### src/rtl/fsc_pkg.sv
package fsc_pkg;

  localparam int CNT_W = 6;

  typedef enum logic [2:0] {
    SLP_AWAKE = 3'd0,
    SLP_ARM   = 3'd1,
    SLP_SYNC  = 3'd2,
    SLP_BLANK = 3'd3,
    SLP_HALT  = 3'd4
  } sleepState_t;

  typedef struct packed {
    logic [CNT_W-1:0] frameCnt;
    logic             showEnable;
    logic             forceCursor;
  } ctlStrobes_t;

  // Shared decode for a layer code: off, on, slow blink, fast blink.
  function automatic logic layerCodeVisible(input logic [1:0] code,
                                            input logic slowPhase,
                                            input logic fastPhase);
    logic vis;
    case (code)
      2'b00:   vis = 1'b0;
      2'b01:   vis = 1'b1;
      2'b10:   vis = ~slowPhase;
      default: vis = ~fastPhase;
    endcase
    return vis;
  endfunction

endpackage

### src/rtl/fsc_sleep_ctrl.sv
module fsc_sleep_ctrl
  import fsc_pkg::*;
(
  input  logic        clk,
  input  logic        rstN,
  input  logic        frameTick,
  input  logic        dispEnable,
  input  logic        memWriteActive,
  input  logic        sleepCmd,
  input  logic        wakeCmd,
  input  logic        dispOnCmd,
  output ctlStrobes_t strobes,
  output logic        driverEn,
  output logic        halted
);

  sleepState_t      state;
  logic [CNT_W-1:0] frameCnt;
  logic             dispOn;
  logic             pictureAlive;

  always_ff @(posedge clk) begin
    if (!rstN) begin
      state    <= SLP_AWAKE;
      driverEn <= 1'b1;
      dispOn   <= 1'b0;
      frameCnt <= '0;
    end else begin
      if (frameTick && state != SLP_HALT)
        frameCnt <= frameCnt + 1'b1;
      if (wakeCmd) begin
        state    <= SLP_AWAKE;
        driverEn <= 1'b1;
        dispOn   <= 1'b0;
      end else begin
        if (dispOnCmd)
          dispOn <= 1'b1;
        case (state)
          SLP_AWAKE: if (sleepCmd)  state <= SLP_ARM;
          SLP_ARM:   if (frameTick) state <= SLP_SYNC;
          SLP_SYNC:  if (frameTick) begin
                       state    <= SLP_BLANK;
                       driverEn <= 1'b0;
                     end
          SLP_BLANK: if (frameTick) state <= SLP_HALT;
          default:   ;
        endcase
      end
    end
  end

  assign pictureAlive = (state == SLP_AWAKE) || (state == SLP_ARM) || (state == SLP_SYNC);
  assign halted       = (state == SLP_HALT);

  assign strobes.frameCnt    = frameCnt;
  assign strobes.showEnable  = dispEnable && dispOn && pictureAlive;
  assign strobes.forceCursor = memWriteActive;


  awake_drives_chk: assert property (@(posedge clk) disable iff (!rstN)
    (state == SLP_AWAKE) |-> driverEn);


  count_step_chk: assert property (@(posedge clk) disable iff (!rstN)
    (frameTick && !halted) |=> (frameCnt == $past(frameCnt) + 1'b1));


  halt_freeze_chk: assert property (@(posedge clk) disable iff (!rstN)
    (halted && !wakeCmd) |=> $stable(frameCnt));


  driver_fall_on_tick_chk: assert property (@(posedge clk) disable iff (!rstN)
    $fell(driverEn) |-> $past(frameTick));


  wake_restores_chk: assert property (@(posedge clk) disable iff (!rstN)
    wakeCmd |=> (driverEn && !halted));

endmodule

### src/rtl/fsc_attr_datapath.sv
module fsc_attr_datapath
  import fsc_pkg::*;
#(
  parameter int NUM_FIELDS    = 3,
  parameter int SLOW_BIT      = 4,
  parameter int FAST_BIT      = 1,
  parameter int CUR_SHORT_MOD = 32,
  parameter int CUR_SHORT_WIN = 22,
  parameter int CUR_LONG_WIN  = 45
) (
  input  logic                    clk,
  input  logic                    rstN,
  input  ctlStrobes_t             strobes,
  input  logic                    dualPanel,
  input  logic [1:0]              cursorAttr,
  input  logic [2*NUM_FIELDS-1:0] layerAttr,
  output logic [NUM_FIELDS:0]     layerVis,
  output logic                    cursorVis
);

  localparam int SHORT_W = $clog2(CUR_SHORT_MOD);

  logic [NUM_FIELDS-1:0] fieldOn;
  logic                  mirrorLayer;
  logic                  shortWindow;
  logic                  longWindow;
  logic                  cursorRaw;

  genvar gi;
  for (gi = 0; gi < NUM_FIELDS; gi++) begin : g_field
    assign fieldOn[gi] = layerCodeVisible(layerAttr[2*gi +: 2],
                                          strobes.frameCnt[SLOW_BIT],
                                          strobes.frameCnt[FAST_BIT]);
  end

  assign mirrorLayer = dualPanel && fieldOn[1];
  assign layerVis    = strobes.showEnable ? {mirrorLayer, fieldOn} : '0;

  assign shortWindow = strobes.frameCnt[SHORT_W-1:0] < SHORT_W'(CUR_SHORT_WIN);
  assign longWindow  = strobes.frameCnt < CNT_W'(CUR_LONG_WIN);

  always_comb begin
    case (cursorAttr)
      2'b00:   cursorRaw = 1'b0;
      2'b01:   cursorRaw = 1'b1;
      2'b10:   cursorRaw = shortWindow || strobes.forceCursor;
      default: cursorRaw = longWindow || strobes.forceCursor;
    endcase
  end

  assign cursorVis = strobes.showEnable && cursorRaw;


  blank_when_hidden_chk: assert property (@(posedge clk) disable iff (!rstN)
    !strobes.showEnable |-> (layerVis == '0 && !cursorVis));


  mirror_gated_chk: assert property (@(posedge clk) disable iff (!rstN)
    !dualPanel |-> !layerVis[NUM_FIELDS]);


  forced_cursor_chk: assert property (@(posedge clk) disable iff (!rstN)
    (strobes.showEnable && strobes.forceCursor && cursorAttr != 2'b00) |-> cursorVis);

endmodule

### src/rtl/flash_sleep_ctrl.sv
module flash_sleep_ctrl
  import fsc_pkg::*;
(
  input  logic       clk,
  input  logic       rstN,
  input  logic       frameTick,
  input  logic       dispEnable,
  input  logic       dualPanel,
  input  logic [1:0] cursorAttr,
  input  logic [1:0] layerAttrA,
  input  logic [1:0] layerAttrB,
  input  logic [1:0] layerAttrC,
  input  logic       memWriteActive,
  input  logic       sleepCmd,
  input  logic       wakeCmd,
  input  logic       dispOnCmd,
  output logic [3:0] layerVis,
  output logic       cursorVis,
  output logic       driverEn,
  output logic       halted
);

  ctlStrobes_t strobes;

  fsc_sleep_ctrl u_ctrl (
    .clk            (clk),
    .rstN           (rstN),
    .frameTick      (frameTick),
    .dispEnable     (dispEnable),
    .memWriteActive (memWriteActive),
    .sleepCmd       (sleepCmd),
    .wakeCmd        (wakeCmd),
    .dispOnCmd      (dispOnCmd),
    .strobes        (strobes),
    .driverEn       (driverEn),
    .halted         (halted)
  );

  fsc_attr_datapath #(.NUM_FIELDS(3)) u_data (
    .clk        (clk),
    .rstN       (rstN),
    .strobes    (strobes),
    .dualPanel  (dualPanel),
    .cursorAttr (cursorAttr),
    .layerAttr  ({layerAttrC, layerAttrB, layerAttrA}),
    .layerVis   (layerVis),
    .cursorVis  (cursorVis)
  );

endmodule

### config.mk
export PLATFORM = sky130hd
export DESIGN_NAME = flash_sleep_ctrl
export DESIGN_NICKNAME = d
export VERILOG_FILES = /design/src/rtl/fsc_pkg.sv /design/src/rtl/fsc_sleep_ctrl.sv /design/src/rtl/fsc_attr_datapath.sv /design/src/rtl/flash_sleep_ctrl.sv
export SDC_FILE = /design/constraint.sdc
export NUM_CORES = 1
export LEC_CHECK = 0
export ABC_AREA = 1
export BUFFER_PORTS_ARGS = -buffer_cell sky130_fd_sc_hd__buf_2
export CORE_MARGIN = 4
export CORE_UTILIZATION = 29
export DETAILED_ROUTE_END_ITERATION = 16
export SYNTH_ARGS = -nofsm -noshare
export SYNTH_HDL_FRONTEND = slang
export SYNTH_SLANG_ARGS = --single-unit
### constraint.sdc
create_clock -name clk -period 2.55 [get_ports clk]
set_input_delay 0 -clock clk [delete_from_list [all_inputs] [get_ports clk]]
set_output_delay 0 -clock clk [all_outputs]
set_load 0.05 [all_outputs]
# After elaboration in Yosys (flattened, before gate mapping)
# Index checks and enable logic that the tools add are counted.
# totals
regBits,11
in_bits,17
# op_classes
addsub,1
order_cmp,2
n_eq_ne,17
n_mux,10
bitwise_logic,3
reduce_logical,18
# ops
cell,count
two-way mux 3 bit,4
one-hot mux 1 bit (3 select lines),4
one-hot mux 3 bit (4 select lines),1
"== test 2 x 1 -> 1 bit, second input constant",4
"== test 2 bit, second input constant",4
zero test 2 bit,4
"!= test 2 bit, second input constant",4
"adder 6 x 1 -> 6 bit, second input constant",1
"== test 3 x 2 -> 1 bit, second input constant",2
"< comparator 6 bit, second input constant",1
logical AND 1 bit,5
"< comparator 5 bit, second input constant",1
AND reduction 5 bit,1
logical OR 1 bit,4
two-way mux 4 bit,1
nonzero test 4 bit,1
"== test 3 x 1 -> 1 bit, second input constant",1
"== test 3 bit, second input constant",1
zero test 3 bit,1
"!= test 3 bit, second input constant",1
inverter 1 bit,3
AND reduction 2 bit,1
OR reduction 2 bit,1

# Longest topological paths before layout
# Gate-level depths: netlist (run 1).
# depth
ltp_word,5
mapped_depth,7
ltp_nobuf,7

# Hierarchy
# Synthesis (run 1) repeated with hierarchy kept, for this count alone.
# unflattened
hier_cells,109
hier_area_um2,694.4
# modules_own_cells
mod,instances,cells_each,area_each_um2,seq_area_each_um2
fsc_sleep_ctrl,1,73,533.0,220.2
fsc_attr_datapath,1,36,161.4,0.0

# Worst setup path before layout (run 1)
# No wires, ideal clock.
# synth_timing
kind,flip-flop to output port
startpoint,register u_ctrl.state[2]
endpoint,output layerVis[3]
arrival_ns,1.794
setup_slack_ns,0.756
stages_incl_launch_ff,4
cell_sequence,dfxtp_1 a21oi_1 nand3_1 nor3b_1
# synth_between
elab_chain_len,5
elab_cells_between_ends,7
classes_between,eq/ne (2); mux (1); reduce/logical (4)
# synth_lines
element,line,source
from (decl),fsc_sleep_ctrl.sv:17,sleepState_t state;
from (signal assigned),fsc_sleep_ctrl.sv:24,state <= SLP_AWAKE;
from (signal assigned),fsc_sleep_ctrl.sv:32,state <= SLP_AWAKE;
from (signal assigned),fsc_sleep_ctrl.sv:39,SLP_AWAKE: if (sleepCmd) state <= SLP_ARM;
== test 3 x 1 -> 1 bit or zero test 3 bit (tied branches),fsc_sleep_ctrl.sv:52,assign pictureAlive = (state == SLP_AWAKE) || (state == SLP_ARM) || (state == SLP_SYNC);
logical OR 1 bit,fsc_sleep_ctrl.sv:52,
logical OR 1 bit (*),fsc_sleep_ctrl.sv:52,
logical AND 1 bit (*),fsc_sleep_ctrl.sv:56,assign strobes.showEnable = dispEnable && dispOn && pictureAlive;
two-way mux 4 bit (*),fsc_attr_datapath.sv:37,"assign layerVis = strobes.showEnable ? {mirrorLayer, fieldOn} : '0;"
to (decl),flash_sleep_ctrl.sv:17,"output logic [3:0] layerVis,"
# Every way passes the cells marked *; elsewhere a longest branch is shown, timed or not.

# Worst setup path after layout (run 1)
# layout_timing
startpoint,register u_ctrl.frameCnt[1]
endpoint,output cursorVis
# layout_between
elab_chain_len,4
elab_cells_between_ends,6
classes_between,order compare (2); mux (1); reduce/logical (3)
# layout_lines
element,line,source
from (decl),fsc_sleep_ctrl.sv:18,logic [CNT_W-1:0] frameCnt;
from (signal assigned),fsc_sleep_ctrl.sv:30,frameCnt <= frameCnt + 1'b1;
< comparator 6 bit or < comparator 5 bit (tied branches),"fsc_attr_datapath.sv:40, fsc_attr_datapath.sv:39",
logical OR 1 bit (on tied branches),"fsc_attr_datapath.sv:47, fsc_attr_datapath.sv:46",
one-hot mux 1 bit (3 select lines) (*),fsc_attr_datapath.sv:43,case (cursorAttr)
logical AND 1 bit (*),fsc_attr_datapath.sv:51,assign cursorVis = strobes.showEnable && cursorRaw;
to (decl),flash_sleep_ctrl.sv:18,"output logic cursorVis,"
# Marked as above.

==> impl_metrics.py, run 1 <==
metrics = {
    "outcome": {
        "status": "finished, final reports clean",
    },
    "worst_setup_path": {
        "crit_path_start_kind": "register",
        "criticalPathCategory": "register to output pin",
        "end_kind": "output pin",
        "crit_path_max_incr_delay_ns": 0.40,
        "worstPathMaxFanout": 5,
        "rr_startpoint": "u_ctrl.frameCnt[1]",
        "cp.arrival_ns": 1.52,
        "crit_path_start": "u_ctrl.frameCnt[1]",
        "critPathTopFamily": "flip-flops",
        "path_cells": "inv_1 > ha_1 > o21ai_0 > nand3_1 > nand2_1 > a21oi_1 > buf_2",
        "worstPathRequired_ns": 2.55,
        "crit_buf_inv": 2,
        "worst_path_max_delay_cell": "dfxtp_1",
    },
    "flow_run": {
        "maxCapViolations": 0,
    },
    "timing": {
        "setup_viol": 0,
        "tns_ns": 0,
        "hold_viol_final": 0,
        "clock_skew_ns": 0.00251,
        "maxSlewHeadroom_pct": 83.6,
        "slew_violations": 0,
        "min_period_ns": 1.52,
        "fin_crit_sh_pct": 59.7,
        "worstMarginPinSlew_ns": 0.246,
        "fmax_mhz": 657,
        "rsz0062_at_grt": "no",
    },
    "cts": {
        "root_buffer": "clkbuf_4",
        "clk_path_buf_depth": 2,
        "clk_latency_ns": 0.26,
        "cts_sinks": 11,
        "htree_levels": 1,
        "cts_buffers": 3,
        "clkTransAtPathRegs_ns": 0.07,
        "post_cts_resized": 0,
        "tritoncts": "yes",
    },
    "logic_synthesis": {
        "synth_top_family_by_area": "simple AND/OR/NAND/NOR gates",
        "synth_fa_ha_area_share_pct": 3.79,
        "yosysUniqueCellTypes": 21,
        "avgSynthCellArea_um2": 6.48,
        "async_flop_share_pct": 0,
        "ys_seq_elements": 11,
        "synth_compound_area_share_pct": 15.5,
        "yosys_most_used_dff": "dfxtp_1",
        "synthesis.nets": 121,
        "yosys.area_share.simple_pct": 36.2,
        "synth_xor_area_share_pct": 2.65,
        "synth-edff-count": 0,
        "netlist_area_um2": 661,
        "ys_seq_area_share_pct": 33.3,
        "yosys_warnings": 0,
        "synth.area.mux_share_pct": 0,
        "synthCells": 102,
    },
    "cells_and_area": {
        "layout_commonest_cell": "buf_2",
        "design_area_um2": 857,
        "syn2layout_area_growth_pct": 29.7,
        "final_cell_mix": "buf_2 (23), nand2_1 (22), inv_1 (14), nor2_1 (13)",
        "finish.net_count": 151,
        "drive_gt1_share_pct": 24.4,
        "n_antenna_cell": 0,
    },
    "place": {
        "place_hpwl_um": 1250,
        "globalplace.congestion": 0.799,
        "portBuffers": 23,
        "place_area_um2": 811,
    },
    "pwr": {
        "power_leakage_nw": 0.410,
        "p_total_w": 0.000359,
        "pwr-share-seq_pct": 51.0,
        "pwr-share-comb_pct": 16.6,
        "worst_ir_drop_vdd_mv": 0.395,
        "p_int_w": 0.000262,
        "p_per_area_nw_per_um2": 419,
        "sw_frac_of_total_pct": 27.1,
        "p_clk_share_pct": 32.3,
        "p_sw_w": 0.0000976,
    },
    "drt": {
        "wl_per_cell_um": 9.53,
        "viasPerCell": 4.55,
        "wirelength_um": 1520,
        "drt_iter0_drc": 25,
        "drt_first_pass_iters": 4,
        "ant_nets": 0,
        "remaining_drc_errors": 0,
        "vias": 724,
    },
    "global_route": {
        "grt_usage_pct": 10.8,
        "overflow": 0,
        "grt_pass1_vias": 641,
        "antenna_found_initial": 0,
        "grt_pass1_wl_um": 2790,
        "grt_max_degree": 9,
    },
    "hold_path": {
        "hold_start": "rstN",
        "hold_class": "primary input to register",
    },
    "die": {
        "std_cell_rows": 17,
        "die-area_um2": 3110,
        "coreArea_um2": 2190,
        "die_height_um": 55.7,
        "fp.dieW_um": 55.7,
        "start_util_pct": 30.2,
        "io_pins": 24,
    },
}
## worst paths after layout
kind,to,slack (ns),cells after the start
setup reg to reg,u_ctrl.frameCnt[4],1.38,6
hold reg to reg,u_ctrl.driverEn,0.45,2
hold / removal,u_ctrl.frameCnt[1],0.02,3
setup / recovery,cursorVis,1.03,7
## stage by stage
stage | setup slack (ns) | hold WS (ns) | instances | utilization, %
final | 1.03 | 0.0230 | 159 | 39.1
after global routing | 0.852 | 0.00938 | 159 | 39.1
after CTS | 0.995 | 0.00750 | 159 | 39.1
after detailed placement | 1.29 | 0.230 | 153 | 37.0
after global placement | 1.29 | 0.222 | 153 | 37.0
after floorplan | 0.756 | 0.129 | 102 | -
## state kept, by name, indices dropped and copies added, names as in the netlist
signal,cells
u_ctrl.dispOn,1
u_ctrl.driverEn,1
u_ctrl.frameCnt,6
u_ctrl.state,3
## timing repair
item	CTS	global route
buffers inserted	0	0
endpoints found under the setup margin	0	0
endpoints found under the hold margin	2	0
hold buffers	2	0
## cell type report
type,instances,area (µm²)
flip-flops and latches,11,220
fillers,242,1330
multi-input cells,76,384
inverters,15,56.3
well taps,28,35.0
repair buffers,25,135
clock buffers,4,26.3
## kinds of logic (layout without fill, tap and decap cells)
| family | count (synthesis) | in the layout |
|---|---|---|
| and+or+nand+nor | 53 | 53 |
| buffers and inverters | 15 | 44 |
| AOI/OAI and AO/OA | 19 | 19 |
| DFF | 11 | 11 |
| adders and majority gates | 2 | 2 |
| xor gates and xnor gates | 2 | 2 |
## power by group through the flow
| stage | registers [W] | logic (W) | clock network [W] |
|---|---|---|---|
| finish | 0.000183 | 0.0000598 | 0.000116 |
| global route | 0.000185 | 0.0000687 | 0.000132 |
| CTS | 0.000183 | 0.0000605 | 0.000123 |
| detailed placement | 0.000187 | 0.0000579 | 0 |
| global placement | 0.000187 | 0.0000567 | 0 |
| floorplan | 0.000186 | 0.0000350 | 0 |
## synthesized netlist by cell type, types with 2 or more instances
| library cell | count | share of area [%] |
|---|---|---|
| nor2_1 | 13 | 7.4 |
| nor2_2 | 2 | 1.9 |
| nand2_1 | 22 | 13 |
| dfxtp_1 | 11 | 33 |
| xor2_1 | 2 | 2.7 |
| o21ai_0 | 5 | 3.8 |
| a21oi_1 | 11 | 8.3 |
| inv_1 | 14 | 8.0 |
| nor3_1 | 2 | 1.5 |
| nand3_1 | 8 | 6.1 |
| ha_1 | 2 | 3.8 |
## routing by layer
layer  share of wire, %  wire length (µm)  GRT usage, %  up-vias
met3                5.9                89          4.41        0
met1                 46               695          13.2      314
met5                  0                 0             0        -
met4                  0                 0          2.08        0
li1                   -                 -             -      389
met2                 48               731          17.9       21
## worst register-to-register path, stage by stage, from the launching register on
cell     delay (ns)
dfxtp_1        0.40
ha_1           0.20
inv_1          0.06
nor2_1         0.12
xor2_1         0.16
nand2_1        0.06
a21oi_1        0.11
No activity file was read; power rests on OpenSTA's default activity.
==> run 2, diff against run 1 <==
- clock period: 2.55 -> 1.49 ns (I/O delays scaled with it)
==> impl_metrics.py, run 2 (synthesized netlist as in run 1, its figures left out) <==
metrics = {
    "cts": {
        "htree_levels": 1,
        "clk_path_buf_depth": 2,
        "cts_buffers": 3,
        "root_buffer": "clkbuf_4",
        "clk_latency_ns": 0.26,
        "tritoncts": "yes",
        "clkTransAtPathRegs_ns": 0.07,
        "cts_sinks": 11,
    },
    "die": {
        "start_util_pct": 30.2,
        "die_height_um": 55.7,
        "std_cell_rows": 17,
        "io_pins": 24,
        "fp.dieW_um": 55.7,
        "die-area_um2": 3110,
        "coreArea_um2": 2190,
    },
    "hold_path": {
        "hold_class": "primary input to register",
    },
    "cells_and_area": {
        "syn2layout_area_growth_pct": 36.9,
        "fillers": 242,
        "drive_gt1_share_pct": 29.3,
        "layout_commonest_cell": "nand2_1",
        "final_cell_mix": "nand2_1 (22), buf_2 (19), inv_1 (13), nor2_1 (13), a21oi_1 (11)",
        "largest_reg_flops": 6,
        "finish.net_count": 153,
        "top_regs": "u_ctrl.frameCnt: 6 flops, u_ctrl.state: 3 flops",
        "top_register": "u_ctrl.frameCnt",
        "n_antenna_cell": 0,
    },
    "outcome": {
        "status": "finished, final reports clean",
    },
    "timing": {
        "holdWs_ns": 0.0956,
        "clock_skew_ns": 0.00430,
        "worstMarginPinSlew_ns": 0.279,
        "tns_ns": 0,
        "maxSlewHeadroom_pct": 81.2,
        "fin_ws_ns": 0.109,
        "slew_violations": 0,
        "setup_viol": 0,
        "min_period_ns": 1.38,
        "fin_crit_sh_pct": 92.7,
        "hold_viol_final": 0,
        "fmax_mhz": 724,
    },
    "flow_run": {
        "maxCapViolations": 0,
    },
    "drt": {
        "wl_per_cell_um": 9.66,
        "drt_first_pass_iters": 4,
        "ant_nets": 0,
        "viasPerCell": 4.50,
        "wirelength_um": 1560,
        "drt_iter0_drc": 7,
        "vias": 724,
        "remaining_drc_errors": 0,
    },
    "worst_setup_path": {
        "crit_path_max_incr_delay_ns": 0.32,
        "worst_path_max_delay_cell": "dfxtp_2",
        "r2r_slack_ns": 0.30,
        "cp.arrival_ns": 1.38,
        "criticalPathCategory": "register to output pin",
        "worstPathMaxFanout": 4,
        "path_cells": "inv_1 > ha_1 > o21ai_1 > nand3_1 > nand2_1 > a21oi_1 > buf_4",
        "worstPathRequired_ns": 1.49,
        "crit_path_start_kind": "register",
        "end_kind": "output pin",
    },
    "pwr": {
        "worst_ir_drop_vdd_mv": 0.534,
        "power_leakage_nw": 0.425,
        "p_per_area_nw_per_um2": 694,
    },
    "place": {
        "place_hpwl_um": 1240,
        "portBuffers": 23,
        "globalplace.congestion": 0.801,
        "pre_cts_slack_ns": 0.222,
    },
    "global_route": {
        "grt_pass1_vias": 640,
        "grt_usage_pct": 10.3,
        "grt_pass1_wl_um": 2620,
        "antenna_found_initial": 0,
        "overflow": 0,
        "grt_max_degree": 9,
    },
}
==> run 2: stage by stage <==
stage | cell area [µm²] | instances | power, W | utilization (%)
2_1_floorplan | 666 | 102 | 0.000379 | -
3_3_place_gp | 816 | 153 | 0.000418 | 37.2
3_5_place_dp | 816 | 153 | 0.000421 | 37.2
4_1_cts | 882 | 160 | 0.000639 | 40.3
5_1_grt | 905 | 161 | 0.000677 | 41.3
6_report | 905 | 161 | 0.000628 | 41.3
==> run 2: path summary, 6_finish.rpt <==
check,depth (start not counted),endpoint,startpoint
worst min register to register,2,u_ctrl.driverEn,u_ctrl.driverEn
worst max register to register,7,u_ctrl.frameCnt[4],u_ctrl.frameCnt[0]
worst min-delay path,3,u_ctrl.frameCnt[1],frameTick
worst max-delay path,7,cursorVis,u_ctrl.frameCnt[0]
==> run 2: layer usage <==
layer | part of all wire [%] | GRT usage (%) | vias up
met5 | 0 | 0 | -
met2 | 45 | 16.2 | 19
li1 | - | - | 390
met3 | 7.3 | 5.10 | 0
met1 | 47 | 12.6 | 315
met4 | 0 | 2.08 | 0
==> run 2: cell type report <==
class | count | area, µm² | share of cell area (%)
Clock buffer | 4 | 26.3 | 2.90
Inverter | 15 | 56.3 | 6.22
Multi-Input combinational cell | 76 | 399 | 44.1
Sequential cell | 11 | 225 | 24.9
Tap cell | 28 | 35.0 | 3.87
Timing Repair Buffer | 27 | 163 | 18.0
==> run 2: power breakdown <==
| group | total, W | switching (W) | internal (W) |
|---|---|---|---|
| sequential | 0.000314 | 0.0000104 | 0.000304 |
| clock | 0.000201 | 0.0000975 | 0.000104 |
| combinational | 0.000113 | 0.0000645 | 0.0000486 |
==> run 2: what timing repair did <==
item,CTS,global route
endpoints found under the hold margin,4,0
cloned,0,0
buffers inserted,0,1
hold buffers,3,0
gates resized for setup,5,7
setup endpoints to repair,3,5
==> run 2: critical path: cells and delay by family, from the launching register on <==
family	cells	cell delay (ns)
AO/OA/AOI/OAI	2	0.18
adder cells (fa/ha/maj)	1	0.16
buffers and inverters	2	0.32
flip-flops	1	0.32
AND/OR/NAND/NOR	2	0.13
==> run 3, diff against run 2 <==
- PLACE_DENSITY: default -> 0.48
==> impl_metrics.py, run 3 (synthesized netlist as in run 1, its figures left out) <==
metrics = {
    "worst_setup_path": {
        "critPathTopFamily": "flip-flops",
        "criticalPathCategory": "register to output pin",
        "cp.arrival_ns": 1.37,
        "crit_path_start_kind": "register",
        "worstPathMaxFanout": 4,
        "worstPathRequired_ns": 1.49,
        "path_cells": "inv_2 > ha_1 > o21ai_1 > nand3_1 > nand2_1 > a21oi_1 > buf_4",
        "end_kind": "output pin",
        "crit_buf_inv": 2,
        "crit_path_max_incr_delay_ns": 0.37,
        "worst_path_max_delay_cell": "dfxtp_4",
    },
    "cells_and_area": {
        "top_regs": "u_ctrl.frameCnt: 6 flops, u_ctrl.state: 3 flops",
        "final_cell_mix": "nand2_1 (22), buf_2 (19), nor2_1 (13), inv_1 (12), a21oi_1 (10)",
        "syn2layout_area_growth_pct": 36.0,
        "largest_reg_flops": 6,
        "top_register": "u_ctrl.frameCnt",
        "layout_commonest_cell": "nand2_1",
        "drive_gt1_share_pct": 29.5,
        "utilization_pct": 41.0,
        "n_antenna_cell": 0,
        "finish.net_count": 152,
        "layout.cells.non_filler": 160,
    },
    "timing": {
        "slew_violations": 0,
        "clock_skew_ns": 0.000583,
        "tns_ns": 0,
        "fin_crit_sh_pct": 91.8,
        "hold_viol_final": 0,
        "rsz0062_at_grt": "no",
        "maxSlewHeadroom_pct": 81.7,
        "setup_viol": 0,
        "min_period_ns": 1.37,
        "worstMarginPinSlew_ns": 0.271,
        "fmax_mhz": 731,
    },
    "place": {
        "portBuffers": 23,
        "dpl.cell_count": 153,
        "globalplace.congestion": 0.760,
        "place_hpwl_um": 1290,
    },
    "pwr": {
        "p_int_w": 0.000453,
        "p_clk_share_pct": 32.7,
        "sw_frac_of_total_pct": 27.9,
        "p_total_w": 0.000628,
        "pwr-share-seq_pct": 50.2,
        "worst_ir_drop_vdd_mv": 0.373,
        "power_leakage_nw": 0.417,
        "pwr-share-comb_pct": 17.1,
        "p_sw_w": 0.000176,
        "p_per_area_nw_per_um2": 699,
    },
    "global_route": {
        "grt_pass1_vias": 674,
        "top_usage_layer": "met2",
        "gr-usage-met2_pct": 17.4,
        "grt_pass1_wl_um": 2750,
        "grt_usage_pct": 10.9,
        "global_route.usage.met3_pct": 3.25,
        "overflow": 0,
        "grt_max_degree": 9,
        "antenna_found_initial": 0,
        "use_met1_pct": 13.4,
    },
    "die": {
        "fp.dieW_um": 55.7,
        "coreArea_um2": 2190,
        "die-area_um2": 3110,
        "std_cell_rows": 17,
        "die_height_um": 55.7,
        "io_pins": 24,
        "start_util_pct": 30.2,
    },
    "flow_run": {
        "maxCapViolations": 0,
    },
    "cts": {
        "clkTransAtPathRegs_ns": 0.07,
        "clk_path_buf_depth": 2,
        "cts_buffers": 3,
        "clk_latency_ns": 0.27,
        "root_buffer": "clkbuf_4",
        "htree_levels": 1,
        "cts_sinks": 11,
        "tritoncts": "yes",
    },
    "drt": {
        "wl_per_cell_um": 9.82,
        "drt_first_pass_iters": 4,
        "viasPerCell": 4.56,
        "remaining_drc_errors": 0,
        "drt_iter0_drc": 15,
        "ant_nets": 0,
        "vias": 729,
        "wirelength_um": 1570,
    },
    "outcome": {
        "status": "finished, final reports clean",
    },
    "hold_path": {
        "hold_class": "primary input to register",
    },
}
==> run 3: cell count changes in the layout (fill, tap and decap cells not counted), sizes merged <==
cell and change:
buf -1
==> run 3: worst paths after layout <==
path                        end  slack (ns)               start  depth (start not counted)
max reg2reg  u_ctrl.frameCnt[2]        0.36     u_ctrl.state[0]                          4
max                   cursorVis        0.12  u_ctrl.frameCnt[0]                          7
min             u_ctrl.driverEn        0.08           frameTick                          4
min reg2reg     u_ctrl.driverEn        0.46     u_ctrl.driverEn                          2
==> run 3: timing repair <==
item / 4_1_cts / 5_1_grt
setup buffers: 0 / 0
endpoints found under the setup margin: 2 / 5
resized for setup: 4 / 11
cloned: 0 / 0
hold buffers: 3 / 0
hold endpoints to repair: 4 / 0
==> run 3: worst reg2reg max path, delay by kind of cell, from the launching register on <==
| kind | cells | cell delay [ns] |
|---|---|---|
| AND/OR/NAND/NOR | 3 | 0.36 |
| flip-flops | 1 | 0.45 |
| AO/OA/AOI/OAI | 1 | 0.22 |
==> run 3: metal layers <==
metal | wire [µm] | share of wire (%)
met5 | 0 | 0
met4 | 8 | 0.51
met3 | 98 | 6.2
met2 | 724 | 46
met1 | 739 | 47
==> run 3: area by class of cell <==
cell class                      instances  area (µm²)
Timing Repair Buffer                   26         155
Inverter                               15        56.3
Multi-Input combinational cell         76         398
Fill cell                             243        1290
Sequential cell                        11         228
Clock buffer                            4        26.3
Tap cell                               28        35.0
==> run 3: power by group through the flow <==
| stage | sequential, W | combinational (W) | clock, W |
|---|---|---|---|
| global route | 0.000318 | 0.000121 | 0.000223 |
| global placement | 0.000321 | 0.0000983 | 0 |
| finish | 0.000315 | 0.000107 | 0.000206 |
| detailed placement | 0.000321 | 0.0000999 | 0 |
| CTS | 0.000315 | 0.000107 | 0.000217 |
| floorplan | 0.000318 | 0.0000605 | 0 |
==> run 3: stage by stage <==
| stage | setup WS (ns) | instance area, µm² | hold slack, ns |
|---|---|---|---|
| finish | 0.123 | 898 | 0.0765 |
| CTS | 0.00244 | 880 | 0.0738 |
| global placement | 0.260 | 816 | 0.220 |
| detailed placement | 0.240 | 816 | 0.230 |
| floorplan | -0.211 | 666 | 0.129 |
| global route | 0.0154 | 898 | 0.108 |
